### config.mk
export PLATFORM = sky130hd
export DESIGN_NAME = obuf_irq_arbiter
export DESIGN_NICKNAME = d
export VERILOG_FILES = /design/src/rtl/obi_pkg.sv /design/src/rtl/obi_pending_track.sv /design/src/rtl/obi_flag_decode.sv /design/src/rtl/obi_flag_reg.sv /design/src/rtl/obi_read_steer.sv /design/src/rtl/obuf_irq_arbiter.sv
export SDC_FILE = /design/constraint.sdc
export NUM_CORES = 1
export LEC_CHECK = 0
export BUFFER_PORTS_ARGS = -buffer_cell sky130_fd_sc_hd__buf_2
export CORE_AREA = 5 5 42 44
export CTS_BUF_LIST = sky130_fd_sc_hd__clkbuf_2
export CTS_CLUSTER_SIZE = 14
export DETAILED_ROUTE_END_ITERATION = 7
export DIE_AREA = 0 0 47 49
export GPL_ROUTABILITY_DRIVEN = 0
export PLACE_DENSITY = 0.47
export SLEW_MARGIN = 40
export SYNTH_ARGS = -nofsm -noshare
export SYNTH_HDL_FRONTEND = slang
export SYNTH_SLANG_ARGS = --single-unit
### constraint.sdc
create_clock -name clk -period 1.7 [get_ports clk]
set_clock_uncertainty 0.05 [all_clocks]
set_input_delay 0.17 -clock clk [delete_from_list [all_inputs] [get_ports clk]]
set_output_delay 0.17 -clock clk [all_outputs]
set_load 0.005 [all_outputs]
### src/rtl/obi_pkg.sv
package obi_pkg;

    localparam int NUM_SRC  = 2;
    localparam int MODE_W   = 8;

    localparam int SRC_KBD  = 0;
    localparam int SRC_AUX  = 1;

    localparam int MODE_KBD_IRQ_EN = 0;
    localparam int MODE_AUX_IRQ_EN = 1;
    localparam int MODE_KBD_OFF    = 4;

    localparam logic [NUM_SRC-1:0] AUX_ONLY = NUM_SRC'(1 << SRC_AUX);

    typedef logic [NUM_SRC-1:0] pend_t;

    typedef struct packed {
        logic kbd_irq_en;
        logic aux_irq_en;
        logic kbd_off;
    } mode_ctl_t;

    typedef struct packed {
        logic obf;
        logic aux_obf;
        logic kbd_irq;
        logic aux_irq;
    } flags_t;

    localparam flags_t FLAGS_IDLE = '{obf: 1'b0, aux_obf: 1'b0, kbd_irq: 1'b0, aux_irq: 1'b0};

    function automatic mode_ctl_t mode_extract(input logic [MODE_W-1:0] m);
        mode_ctl_t c;
        c.kbd_irq_en = m[MODE_KBD_IRQ_EN];
        c.aux_irq_en = m[MODE_AUX_IRQ_EN];
        c.kbd_off    = m[MODE_KBD_OFF];
        return c;
    endfunction

    function automatic logic aux_alone(input pend_t p);
        return p == AUX_ONLY;
    endfunction

    function automatic logic any_pend(input pend_t p);
        return |p;
    endfunction

endpackage

### src/rtl/obi_pending_track.sv
module obi_pending_track
    import obi_pkg::*;
#(
    parameter int N = NUM_SRC
) (
    input  logic         clk,
    input  logic         rst,
    input  logic [N-1:0] avail_i,
    output logic [N-1:0] mask_d_o,
    output logic [N-1:0] mask_q_o
);
    for (genvar g = 0; g < N; g++) begin : g_src
        logic bit_q;
        always_ff @(posedge clk) begin
            if (rst) bit_q <= 1'b0;
            else     bit_q <= avail_i[g];
        end
        assign mask_d_o[g] = avail_i[g];
        assign mask_q_o[g] = bit_q;
    end
endmodule

### src/rtl/obi_flag_decode.sv
module obi_flag_decode
    import obi_pkg::*;
(
    input  pend_t     mask_i,
    input  mode_ctl_t ctl_i,
    output flags_t    flags_o
);
    always_comb begin
        flags_o = FLAGS_IDLE;
        if (any_pend(mask_i)) begin
            flags_o.obf = 1'b1;
            if (aux_alone(mask_i)) begin
                flags_o.aux_obf = 1'b1;
                flags_o.aux_irq = ctl_i.aux_irq_en;
            end else begin
                flags_o.kbd_irq = ctl_i.kbd_irq_en & ~ctl_i.kbd_off;
            end
        end
    end
endmodule

### src/rtl/obi_flag_reg.sv
module obi_flag_reg
    import obi_pkg::*;
(
    input  logic   clk,
    input  logic   rst,
    input  flags_t flags_d_i,
    output flags_t flags_q_o
);
    always_ff @(posedge clk) begin
        if (rst) flags_q_o <= FLAGS_IDLE;
        else     flags_q_o <= flags_d_i;
    end
endmodule

### src/rtl/obi_read_steer.sv
module obi_read_steer
    import obi_pkg::*;
(
    input  pend_t mask_q_i,
    input  logic  rd_i,
    output logic  pop_kbd_o,
    output logic  pop_aux_o
);
    logic sel_aux;
    always_comb begin
        sel_aux   = aux_alone(mask_q_i);
        pop_aux_o = rd_i & sel_aux;
        pop_kbd_o = rd_i & ~sel_aux;
    end
endmodule

### src/rtl/obuf_irq_arbiter.sv
module obuf_irq_arbiter
    import obi_pkg::*;
(
    input  logic              clk,
    input  logic              rst,
    input  logic              kbd_avail_i,
    input  logic              aux_avail_i,
    input  logic [MODE_W-1:0] mode_i,
    input  logic              host_rd_i,
    output logic              stat_obf_o,
    output logic              stat_aux_obf_o,
    output logic              port_obf_o,
    output logic              port_aux_obf_o,
    output logic              kbd_irq_o,
    output logic              aux_irq_o,
    output logic              pop_kbd_o,
    output logic              pop_aux_o
);
    pend_t     avail;
    pend_t     mask_d;
    pend_t     mask_q;
    mode_ctl_t ctl;
    flags_t    flags_d;
    flags_t    flags_q;
    logic      unused_mode;

    always_comb begin
        avail          = '0;
        avail[SRC_KBD] = kbd_avail_i;
        avail[SRC_AUX] = aux_avail_i;
        ctl            = mode_extract(mode_i);
    end
    assign unused_mode = ^mode_i;

    obi_pending_track #(.N(NUM_SRC)) i_track (
        .clk      (clk),
        .rst      (rst),
        .avail_i  (avail),
        .mask_d_o (mask_d),
        .mask_q_o (mask_q)
    );

    obi_flag_decode i_decode (
        .mask_i  (mask_d),
        .ctl_i   (ctl),
        .flags_o (flags_d)
    );

    obi_flag_reg i_freg (
        .clk       (clk),
        .rst       (rst),
        .flags_d_i (flags_d),
        .flags_q_o (flags_q)
    );

    obi_read_steer i_steer (
        .mask_q_i  (mask_q),
        .rd_i      (host_rd_i),
        .pop_kbd_o (pop_kbd_o),
        .pop_aux_o (pop_aux_o)
    );

    assign stat_obf_o     = flags_q.obf;
    assign stat_aux_obf_o = flags_q.aux_obf;
    assign port_obf_o     = flags_q.obf;
    assign port_aux_obf_o = flags_q.aux_obf;
    assign kbd_irq_o      = flags_q.kbd_irq;
    assign aux_irq_o      = flags_q.aux_irq;
endmodule

# [Word level (Yosys, flattened, before mapping)]
# Cells that the tools add are included.
[op_classes] addsub=0 multipliers=0 div=0 magnitude_cmp=0 eq_ne=2 shift=0 mux=4 bitwise_logic=7 n_reduce_logical=4
[op_table] operator="$reduce_or A3 Y1" count=2
[op_table] operator="$eq A2 B2 Y1 const B" count=2
[op_table] operator="$mux W4" count=1
[op_table] operator="$not A1 Y1" count=4
[op_table] operator="$reduce_or A2 Y1" count=2
[op_table] operator="$and A1 B1 Y1" count=3
[op_table] operator="$mux W1" count=3
[totals] ff_bits=6 latch_bits=0 mem_bits_rw=0 mem_bits_ro=0 out_inout_bits=8 n_memories=0

# [Logic depth before layout (Yosys ltp)]
# Gate-level depths: netlist of the first run.
[depth] ltp_word=4 ltp_mapped=2 depth_no_buf=2

# [Modules after synthesis]
# Synthesis of the first run repeated with hierarchy kept, for this count alone.
[unflattened] cells_unflattened=25 area_unflattened_um2=250.2
[by_module_without_submodules] module="obi_flag_reg" n_inst=1 cells_each=8 area_per_inst_um2=105.1 seq_area_each_um2=80.1
[by_module_without_submodules] module="obi_pending_track" n_inst=1 cells_each=8 area_per_inst_um2=82.6 seq_area_each_um2=40.0
[by_module_without_submodules] module="obi_flag_decode" n_inst=1 cells_each=4 area_per_inst_um2=30.0 seq_area_each_um2=0.0
[by_module_without_submodules] module="obi_read_steer" n_inst=1 cells_each=3 area_per_inst_um2=17.5 seq_area_each_um2=0.0
[by_module_without_submodules] module="obuf_irq_arbiter" n_inst=1 cells_each=2 area_per_inst_um2=15.0 seq_area_each_um2=0.0

# [Least setup slack after synthesis of the first run]
# Ideal clock, no wire load.
[synth_timing] path_type="register to output" startpoint="register i_track.g_src[0].bit_q" endpoint="output port pop_kbd_o" arrival_time_ns=0.513 required_time_ns=1.480 setup_slack_ns=0.967 stages_incl_launch_ff=3 n_path_buf=0 cell_sequence="dfxtp_1 -> inv_1 -> a21boi_0"
[synth_via] elab_chain_cells=3
[synth_rtl] element="from (decl)" line_no="obi_pending_track.sv:13" source="logic bit_q;"
[synth_rtl] element="from (signal assigned)" line_no="obi_pending_track.sv:16" source="else bit_q <= avail_i[g];"
[synth_rtl] element="$eq A2 B2 Y1" line_no="obi_pkg.sv:41" source="return p == AUX_ONLY;"
[synth_rtl] element="$not A1 Y1" line_no="obi_read_steer.sv:13" source="pop_kbd_o = rd_i & ~sel_aux;"
[synth_rtl] element="$and A1 B1 Y1" line_no="obi_read_steer.sv:13"
[synth_rtl] element="to (decl)" line_no="obuf_irq_arbiter.sv:16" source="output logic pop_kbd_o,"
# No other way between the ends.

# [Final worst setup path of the first run]
# Ends and elaborated chain as after synthesis.

==> results of run 1 <==
[cells in the final DEF (no fill, tap or decap), drive strengths merged]
master,instances
a21boi,1
and3b,1
nor3b,1
inv,1
nor2,2
and2,1
nor2b,2
and3,1
dfxtp,6
clkbuf,3
buf,15
[through the flow]
| stage | utilization (%) | instances | setup WS (ns) | hold WS [ns] |
|---|---|---|---|---|
| after floorplan | - | 18 | 0.967 | 0.190 |
| after global placement | 20.2 | 47 | 0.872 | 0.325 |
| after detailed placement | 20.2 | 47 | 0.867 | 0.325 |
| after CTS | 21.3 | 50 | 0.624 | 0.0903 |
| after global routing | 21.3 | 50 | 0.560 | 0.0994 |
| final | 21.3 | 50 | 0.644 | 0.0993 |
[worst max-delay path, cell delays in order, from the launching register on]
cell and delay [ns]:
dfxtp_1 0.31, inv_1 0.04, a21boi_0 0.15, buf_2 0.13
[how the worst max path moves through the flow]
stage,start,to,slack (ns)
floorplan,i_track.g_src[0].bit_q$_SDFF_PP0_,pop_kbd_o,0.97
global placement,i_track.g_src[0].bit_q$_SDFF_PP0_,pop_kbd_o,0.87
detailed placement,i_track.g_src[0].bit_q$_SDFF_PP0_,pop_kbd_o,0.87
CTS,i_track.g_src[0].bit_q$_SDFF_PP0_,pop_kbd_o,0.62
global route,i_track.g_src[0].bit_q$_SDFF_PP0_,pop_kbd_o,0.56
finish,i_track.g_src[0].bit_q$_SDFF_PP0_,pop_kbd_o,0.64
[state kept, by name (all words and copies together), names as in the netlist]
name / flops
i_freg.flags_q_o: 4
i_track.g_src.bit_q: 2
[power by group through the flow]
stage | logic [W] | clock network (W) | registers, W
finish | 0.0000272 | 0.0000964 | 0.000149
global route | 0.0000307 | 0.000109 | 0.000150
CTS | 0.0000278 | 0.0000998 | 0.000149
detailed placement | 0.0000277 | 0 | 0.000152
global placement | 0.0000276 | 0 | 0.000152
floorplan | 0.0000117 | 0 | 0.000153
[cell type report]
class | instances | area, µm² | area share, %
flip-flops and latches | 6 | 120 | 40.3
repair buffers | 15 | 75.1 | 25.2
multi-input cells | 9 | 63.8 | 21.4
well taps | 16 | 20.0 | 6.72
clock buffers | 3 | 15.0 | 5.04
inverters | 1 | 3.75 | 1.26
[cell families (layout without fill, tap and decap cells)]
group,Yosys count,count (layout)
AOI/OAI and AO/OA,1,1
DFF,6,6
and+or+nand+nor,8,8
buffers and inverters,3,19
[layer usage]
metal	track usage, %	part of all wire, %	vias to the layer above
li1	-	-	87
met1	5.10	44	61
met2	3.85	39	13
met3	2.21	16	0
met4	4.15	0	0
met5	0	0	-
==> metrics.csv, run 1 <==
stage,metric,value,unit
run_status,outcome,"complete, no violations",
sta,fin crit period,1.06,ns
drt,vias per cell,3.22,
yosys,Post-Synth Adder-Cell Area,0,%
placement,DPL Wire Length,318,µm
yosys,Synth area leader,dfxtp_1,
clocking,Clock Tree Buf Depth,2,
sta,Worst Tran Pin Value,0.137,ns
drt,WL/cell,7.66,µm
yosys,mux cell area share after synthesis,0,%
floorplan,Boundary Pins,21,
hold_path,Hold Path End,i_freg.flags_q_o[2]$_SDFF_PP0_,
power_and_ir_drop,Leak,0.162,nW
drt,vias,161,
drt,starting DRC count in detailed routing,0,
yosys,Synth top area share,59.3,%
worst_setup_path,CP Max Fanout,2,
grt,initial antenna violation count,0,
drt,Post-Route WL,383,µm
yosys,synthesized cell area,203,µm²
yosys,Commonest cells post-synth,"6 x dfxtp_1, 2 x buf_4, 2 x nor2_1",
power_and_ir_drop,P per Cell Area,916,nW/µm²
sta,RSZ-0062 raised after global routing,no,
hold_path,WHS Path Cells,2,
yosys,Ys Warns,0,
floorplan,Die H,49,µm
yosys,Post-synth EDFFs,0,
yosys,Yosys cell types,11,
yosys,"FF+latch count, synth",6,
drt,1st-pass router iterations,1,
yosys,leading post-synthesis cells by cell area,"dfxtp_1 59%, buf_4 7.4%, nor3b_2 6.2%",
grt,number of global-route vias before repair,159,
power_and_ir_drop,worst vdd ir,0.278,mV
sta,final hold vios,0,
sta,Slew headroom,90.8,%
power_and_ir_drop,Sw Ratio,22.6,%
clocking,CTS resizes,0,
worst_setup_path,CP arrival,0.84,ns
clocking,Root Driver,clkbuf_2,
grt,largest net degree at the start of global routing,5,
drt,# DRC,0,
worst_setup_path,CP Data Required Time,1.48,ns
finish,Ant. Diodes,0,
yosys,Cells after Synth,18,
power_and_ir_drop,Comb power frac,10.0,%
clocking,H-tree lvl count,1,
grt,"Remaining Overflow, GRT",0,
yosys,Compound-Gate Fraction of Synth Area,3.70,%
sta,period utilisation layout,62.1,%
yosys,register area share after synthesis,59.3,%
clocking,total clock sinks,6,
yosys,Post-Synth Simple-Gate Area,27.8,%
clocking,clock slew at reported path FFs,0.06,ns
job,maxcap violations,0,
sta,maximum clock frequency,0.947,GHz
yosys,Synth async-reset ratio,0,%
finish,Area Overhead vs Synth,46.9,%
clocking,Inserted Clock Buffers,3,
yosys,"count leader, synth",dfxtp_1,
placement,# port buffers,15,
finish,share of cells above drive strength 1,58.8,%
yosys,Synth Net Count,31,
yosys,Synth Area in XOR/XNOR,0,%
finish,fin area,298,µm²
worst_setup_path,crit end category,output pin,
power_and_ir_drop,Int Pwr,0.000211,W
clocking,# Post-CTS Setup Buffers,0,
drt,number of routed nets with antenna violations,0,
floorplan,area of the die,2300,µm²
yosys,"Top FF cell, synth",dfxtp_1,
yosys,Syn Area/Cell,11.3,µm²
finish,Filler cells,164,
grt,first-pass GRT wire length,600,µm
worst_setup_path,startpoint class of the critical path,register,
finish,# nets final,49,
floorplan,num rows,14,
floorplan,die extent in x,47,µm
placement,Placement Cell Area,283,µm²
floorplan,Initial Util,14.5,%
grt,GRT Util Overall,3.88,%
clocking,CTS tree,built,
hold_path,worst min-delay path class,primary input to register,
floorplan,CORE AREA,1400,µm²
hold_path,hold path startpoint,kbd_avail_i,
sta,setup TNS,0,ns
sta,Final Max Slew Viols,0,
power_and_ir_drop,Sw Pwr,0.0000615,W
worst_setup_path,WS Path Type,register to output pin,
sta,final setup fails,0,
yosys,largest family of logic cells by synthesized area,simple AND/OR/NAND/NOR gates,
clocking,# hold bufs at CTS,0,
power_and_ir_drop,Power Total,0.000273,W
power_and_ir_drop,clock network power share,35.4,%
power_and_ir_drop,Sequential Power Share,54.7,%
Note: power is estimated with default switching activity, not from simulation.
==> inputs of run 2 (changes only) <==
--- a/config.mk
+++ b/config.mk
@@ -12,7 +12,7 @@
 export DETAILED_ROUTE_END_ITERATION = 7
 export DIE_AREA = 0 0 47 49
 export GPL_ROUTABILITY_DRIVEN = 0
-export PLACE_DENSITY = 0.47
+export PLACE_DENSITY = 0.49
 export SLEW_MARGIN = 40
 export SYNTH_ARGS = -nofsm -noshare
 export SYNTH_HDL_FRONTEND = slang
==> constraint.sdc (replaced) <==
create_clock -name clk -period 0.93 [get_ports clk]
set_clock_uncertainty 0.05 [all_clocks]
set_input_delay 0.093 -clock clk [delete_from_list [all_inputs] [get_ports clk]]
set_output_delay 0.093 -clock clk [all_outputs]
set_load 0.005 [all_outputs]
==> run 2 against run 1 <==
Compared with the run above:
- the run now ends with negative setup slack left
- first-iteration DRC count up 2
- via count is 3.7% higher
- routed wire length is 11% higher
- clock power increased by 88%
- die area stayed put
- highest routed layer is now met4
- setup slack lost 0.68 ns
- utilization rose by 0.89 points
- sequential share of layout area down 1.2 points
==> metrics.csv, run 2 (synthesized netlist as in run 1, its figures left out) <==
stage,metric,value,unit,change
placement,DPL Wire Length,321,µm,+0.79%
placement,# port buffers,15,,unchanged
power_and_ir_drop,P per Cell Area,1640,nW/µm²,+79%
finish,Top Registers,"i_freg.flags_q_o (4), i_track.g_src.bit_q (2)",,
sta,Worst Tran Pin Value,0.131,ns,-0.00608 ns
job,maxcap violations,0,,unchanged
clocking,clock slew at reported path FFs,0.06,ns,about the same
grt,first-pass GRT wire length,662,µm,+10%
sta,final hold vios,0,,unchanged
drt,starting DRC count in detailed routing,2,,+2
clocking,# hold bufs at CTS,0,,unchanged
sta,fin crit period,0.963,ns,
clocking,H-tree lvl count,1,,unchanged
grt,GRT Util Overall,4.52,%,+0.63 points
clocking,# Post-CTS Setup Buffers,0,,unchanged
drt,number of routed nets with antenna violations,0,,unchanged
floorplan,Boundary Pins,21,,unchanged
clocking,CTS tree,built,,
placement,Placement Cell Area,283,µm²,unchanged
finish,fin area,310,µm²,+4.2%
finish,"leading cell type in the layout, fill and taps excluded",buf_2,,
finish,Ant. Diodes,0,,unchanged
drt,vias,167,,+3.7%
drt,Post-Route WL,425,µm,+11%
grt,largest net degree at the start of global routing,5,,unchanged
sta,RSZ-0062 raised after global routing,yes,,
sta,period utilisation layout,104,%,
clocking,Root Driver,clkbuf_2,,
drt,WL/cell,8.50,µm,+11%
hold_path,worst min-delay path class,primary input to register,,
floorplan,Die H,49,µm,unchanged
floorplan,area of the die,2300,µm²,unchanged
finish,max reg flops,4,,unchanged
finish,share of cells above drive strength 1,67.6,%,+8.8 points
run_status,outcome,finished with violations,,
drt,vias per cell,3.34,,+3.7%
sta,hold_ws,0.0119,ns,-0.0875 ns
drt,# DRC,0,,unchanged
drt,1st-pass router iterations,2,,+1
floorplan,die extent in x,47,µm,unchanged
worst_setup_path,CP Max Fanout,2,,unchanged
clocking,Inserted Clock Buffers,3,,unchanged
worst_setup_path,WS Path Type,register to output pin,,
power_and_ir_drop,Leak,0.162,nW,-0.16%
floorplan,num rows,14,,unchanged
clocking,total clock sinks,6,,unchanged
grt,initial antenna violation count,0,,unchanged
grt,number of global-route vias before repair,149,,-6.3%
worst_setup_path,CP Data Required Time,0.79,ns,-0.69 ns
clocking,Clock Tree Buf Depth,2,,unchanged
finish,Biggest register,i_freg.flags_q_o,,
run_status,failing checks,negative setup slack,,
finish,# nets final,49,,unchanged
finish,most frequent cells in the layout,"14 x buf_2, 5 x dfxtp_1, 3 x clkbuf_2, 2 x nor2_1",,
sta,final setup fails,2,,+2
sta,Final Max Slew Viols,0,,unchanged
power_and_ir_drop,worst vdd ir,0.538,mV,+94%
worst_setup_path,crit end category,output pin,,
worst_setup_path,CP arrival,0.82,ns,-0.02 ns
finish,Area Overhead vs Synth,53.1,%,
worst_setup_path,startpoint class of the critical path,register,,
sta,maximum clock frequency,1.04,GHz,
grt,"Remaining Overflow, GRT",0,,unchanged
floorplan,CORE AREA,1400,µm²,unchanged
sta,Slew headroom,91.2,%,+0.41 points
floorplan,Initial Util,14.5,%,unchanged
sta,PnR worst setup slack,-0.0326,ns,-0.677 ns
-- run 2: path summary, 6_finish.rpt --
kind	start	end	slack [ns]	cells past startpoint
worst max-delay path	i_track.g_src[0].bit_q$_SDFF_PP0_	pop_aux_o	-0.03	3
worst min-delay path	kbd_avail_i	i_freg.flags_q_o[2]$_SDFF_PP0_	0.01	2
-- run 2: power by group --
part | leakage [nW] | switching, W | internal, W
combinational | 0.0999 | 0.0000209 | 0.0000333
sequential | 0.0498 | 0.00000456 | 0.000269
clock | 0.0125 | 0.0000934 | 0.0000874
-- run 2: critical path: stages (launching register included) --
cell,delay (ns)
dfxtp_2,0.31
inv_2,0.04
and3_4,0.16
buf_6,0.09
-- run 2: final cells by class --
| class | instances | area, µm² |
|---|---|---|
| inverters | 1 | 3.75 |
| repair buffers | 15 | 81.3 |
| flip-flops and latches | 6 | 121 |
| clock buffers | 3 | 15.0 |
| multi-input cells | 9 | 68.8 |
| fillers | 158 | 1090 |
| well taps | 16 | 20.0 |
-- run 2: metrics by stage --
stage	util, %	total power (W)	setup slack, ns	TNS [ns]	std cells
global placement	20.2	0.000329	0.180	0	47
detailed placement	20.2	0.000329	0.163	0	47
CTS	21.3	0.000518	-0.0424	-0.0838	50
finish	22.1	0.000509	-0.0326	-0.0636	50
global route	22.1	0.000543	-0.120	-0.214	50
floorplan	-	0.000300	0.274	0	18
-- run 2: routing by layer --
metal,part of all wire [%],wire (µm),global-route usage [%]
met5,0,0,0
met4,4.5,19,5.53
met3,23,97,3.69
met2,33,139,4.07
met1,40,170,5.31
-- run 2: what timing repair did --
action                     in CTS  in global routing
pin swaps                       1                  0
setup endpoints to repair       2                  2
resized for setup               3                  2
==> inputs of run 3 (changes only) <==
--- a/config.mk
+++ b/config.mk
@@ -12,7 +12,7 @@
 export DETAILED_ROUTE_END_ITERATION = 7
 export DIE_AREA = 0 0 47 49
 export GPL_ROUTABILITY_DRIVEN = 0
-export PLACE_DENSITY = 0.49
+export PLACE_DENSITY = 0.52
 export SLEW_MARGIN = 40
 export SYNTH_ARGS = -nofsm -noshare
 export SYNTH_HDL_FRONTEND = slang
==> run 3 against run 2 <==
Compared with the run above:
- the run still ends with negative setup slack left
- setup slack improved by 0.0053 ns
- global-route usage fell by 0.14 points
- critical path depth did not move
- largest power group unchanged
- highest routed layer unchanged
==> metrics.csv, run 3 (synthesized netlist as in run 1, its figures left out) <==
stage,metric,value,unit,change
run_status,outcome,finished with violations,,
run_status,failing checks,negative setup slack,,
finish,final core utilization,21.3,%,-0.80 points
worst_setup_path,startpoint class of the critical path,register,,
clocking,H-tree lvl count,1,,unchanged
clocking,# hold bufs at CTS,0,,unchanged
clocking,Root Driver,clkbuf_2,,
clocking,total clock sinks,6,,unchanged
finish,"leading cell type in the layout, fill and taps excluded",buf_2,,
worst_setup_path,CP Max Fanout,2,,unchanged
finish,share of cells above drive strength 1,64.7,%,-2.9 points
sta,PnR worst setup slack,-0.0273,ns,+0.00534 ns
drt,number of routed nets with antenna violations,0,,unchanged
floorplan,CORE AREA,1400,µm²,unchanged
sta,Final Max Slew Viols,0,,unchanged
finish,# nets final,49,,unchanged
grt,initial antenna violation count,0,,unchanged
sta,final hold vios,0,,unchanged
placement,pre-CTS setup slack,0.167,ns,+0.00374 ns
worst_setup_path,crit end category,output pin,,
clocking,clock slew at reported path FFs,0.06,ns,about the same
worst_setup_path,CP arrival,0.81,ns,about the same
hold_path,Hold Path End,i_freg.flags_q_o[2]$_SDFF_PP0_,,
placement,DPL Wire Length,367,µm,+14%
grt,number of global-route vias before repair,156,,+4.7%
drt,starting DRC count in detailed routing,3,,+1
power_and_ir_drop,Sw Pwr,0.000115,W,-3.7%
clocking,# Post-CTS Setup Buffers,0,,unchanged
sta,final setup fails,2,,unchanged
drt,vias per cell,3.40,,+1.8%
hold_path,hold path startpoint,kbd_avail_i,,
sta,fin crit period,0.957,ns,-0.00534 ns
floorplan,die extent in x,47,µm,unchanged
finish,Top Registers,"i_freg.flags_q_o (4), i_track.g_src.bit_q (2)",,
finish,Area Overhead vs Synth,47.5,%,
finish,Filler cells,166,,+5.1%
power_and_ir_drop,Comb power frac,10.3,%,-0.4 points
sta,period utilisation layout,103,%,-0.57 points
sta,maximum clock frequency,1.04,GHz,+0.56%
hold_path,WHS Path Cells,2,,unchanged
clocking,CTS tree,built,,
sta,hold_ws,0.0208,ns,+0.00893 ns
sta,RSZ-0062 raised after global routing,yes,,
placement,# port buffers,15,,unchanged
floorplan,Boundary Pins,21,,unchanged
grt,largest net degree at the start of global routing,5,,unchanged
power_and_ir_drop,Sw Ratio,22.8,%,-0.53 points
power_and_ir_drop,Int Pwr,0.000387,W,-0.78%
floorplan,num rows,14,,unchanged
job,maxcap violations,0,,unchanged
finish,FF/Latch Area,121,µm²,unchanged
finish,Ant. Diodes,0,,unchanged
drt,Post-Route WL,436,µm,+2.6%
finish,multi-input logic area,63.8,µm²,-7.3%
power_and_ir_drop,Leak,0.163,nW,+0.44%
floorplan,area of the die,2300,µm²,unchanged
worst_setup_path,CP Data Required Time,0.79,ns,about the same
hold_path,worst min-delay path class,primary input to register,,
power_and_ir_drop,clock network power share,35.2,%,-0.3 points
grt,GRT Util Overall,4.37,%,-0.14 points
power_and_ir_drop,Sequential Power Share,54.6,%,+0.8 points
clocking,Clock Tree Buf Depth,2,,unchanged
finish,max reg flops,4,,unchanged
sta,Worst Tran Pin Value,0.134,ns,+0.00263 ns
clocking,Inserted Clock Buffers,3,,unchanged
floorplan,Die H,49,µm,unchanged
drt,# DRC,0,,unchanged
drt,vias,170,,+1.8%
drt,WL/cell,8.72,µm,+2.6%
power_and_ir_drop,worst vdd ir,0.560,mV,+3.9%
power_and_ir_drop,P per Cell Area,1680,nW/µm²,+2.2%
sta,Slew headroom,91.1,%,-0.18 points
floorplan,Initial Util,14.5,%,unchanged
grt,"Remaining Overflow, GRT",0,,unchanged
worst_setup_path,WS Path Type,register to output pin,,
finish,most frequent cells in the layout,"15 x buf_2, 5 x dfxtp_1, 3 x clkbuf_2, 2 x nor2_1",,
drt,1st-pass router iterations,4,,+2
finish,Biggest register,i_freg.flags_q_o,,
power_and_ir_drop,Power Total,0.000501,W,-1.5%
grt,first-pass GRT wire length,648,µm,-2.1%
run 3: cell counts in the layout (fill, tap and decap cells not counted):
No cell type changed its count.
run 3: worst max-delay path by stage:
stage                      to  cells after the start  slack, ns                              start
finish              pop_kbd_o                      3      -0.03  i_track.g_src[0].bit_q$_SDFF_PP0_
floorplan           pop_kbd_o                      2       0.27  i_track.g_src[0].bit_q$_SDFF_PP0_
CTS                 pop_aux_o                      3      -0.04  i_track.g_src[0].bit_q$_SDFF_PP0_
global route        pop_kbd_o                      3      -0.09  i_track.g_src[0].bit_q$_SDFF_PP0_
detailed placement  pop_kbd_o                      3       0.17  i_track.g_src[0].bit_q$_SDFF_PP0_
global placement    pop_kbd_o                      3       0.18  i_track.g_src[0].bit_q$_SDFF_PP0_
run 3: metrics by stage:
step	instance area, µm²	setup TNS (ns)	std cells
floorplan	203	0	18
global placement	283	0	47
detailed placement	283	0	47
CTS	298	-0.0638	50
global route	299	-0.171	50
finish	299	-0.0477	50
run 3: repair_timing:
action,in CTS,in global routing
gates resized for setup,1,2
pin swaps,2,1
setup endpoints to repair,2,2
run 3: metal layers:
layer	GRT usage, %	vias to the layer above	part of all wire, %
li1	-	87	-
met1	5.74	63	53
met2	3.85	18	22
met3	4.80	2	22
met4	2.76	0	2.1
met5	0	-	0
run 3: power by group through the flow:
stage / logic (W) / registers (W) / clock network [W]
floorplan: 0.0000215 / 0.000279 / 0
global placement: 0.0000515 / 0.000278 / 0
detailed placement: 0.0000516 / 0.000278 / 0
CTS: 0.0000521 / 0.000273 / 0.000186
global route: 0.0000579 / 0.000275 / 0.000199
finish: 0.0000514 / 0.000274 / 0.000176
run 3: area by class of cell:
cell class	instances	area share, %
tap	16	6.69
timing repair buffer	15	25.1
multi-input combinational	9	21.3
inverter	1	1.26
sequential	6	40.6
clock buffer	3	5.02
run 3: worst max-delay path: stages, from the launching register on:
cell and delay (ns):
dfxtp_2 0.32, inv_2 0.03, a21boi_1 0.12, buf_2 0.12
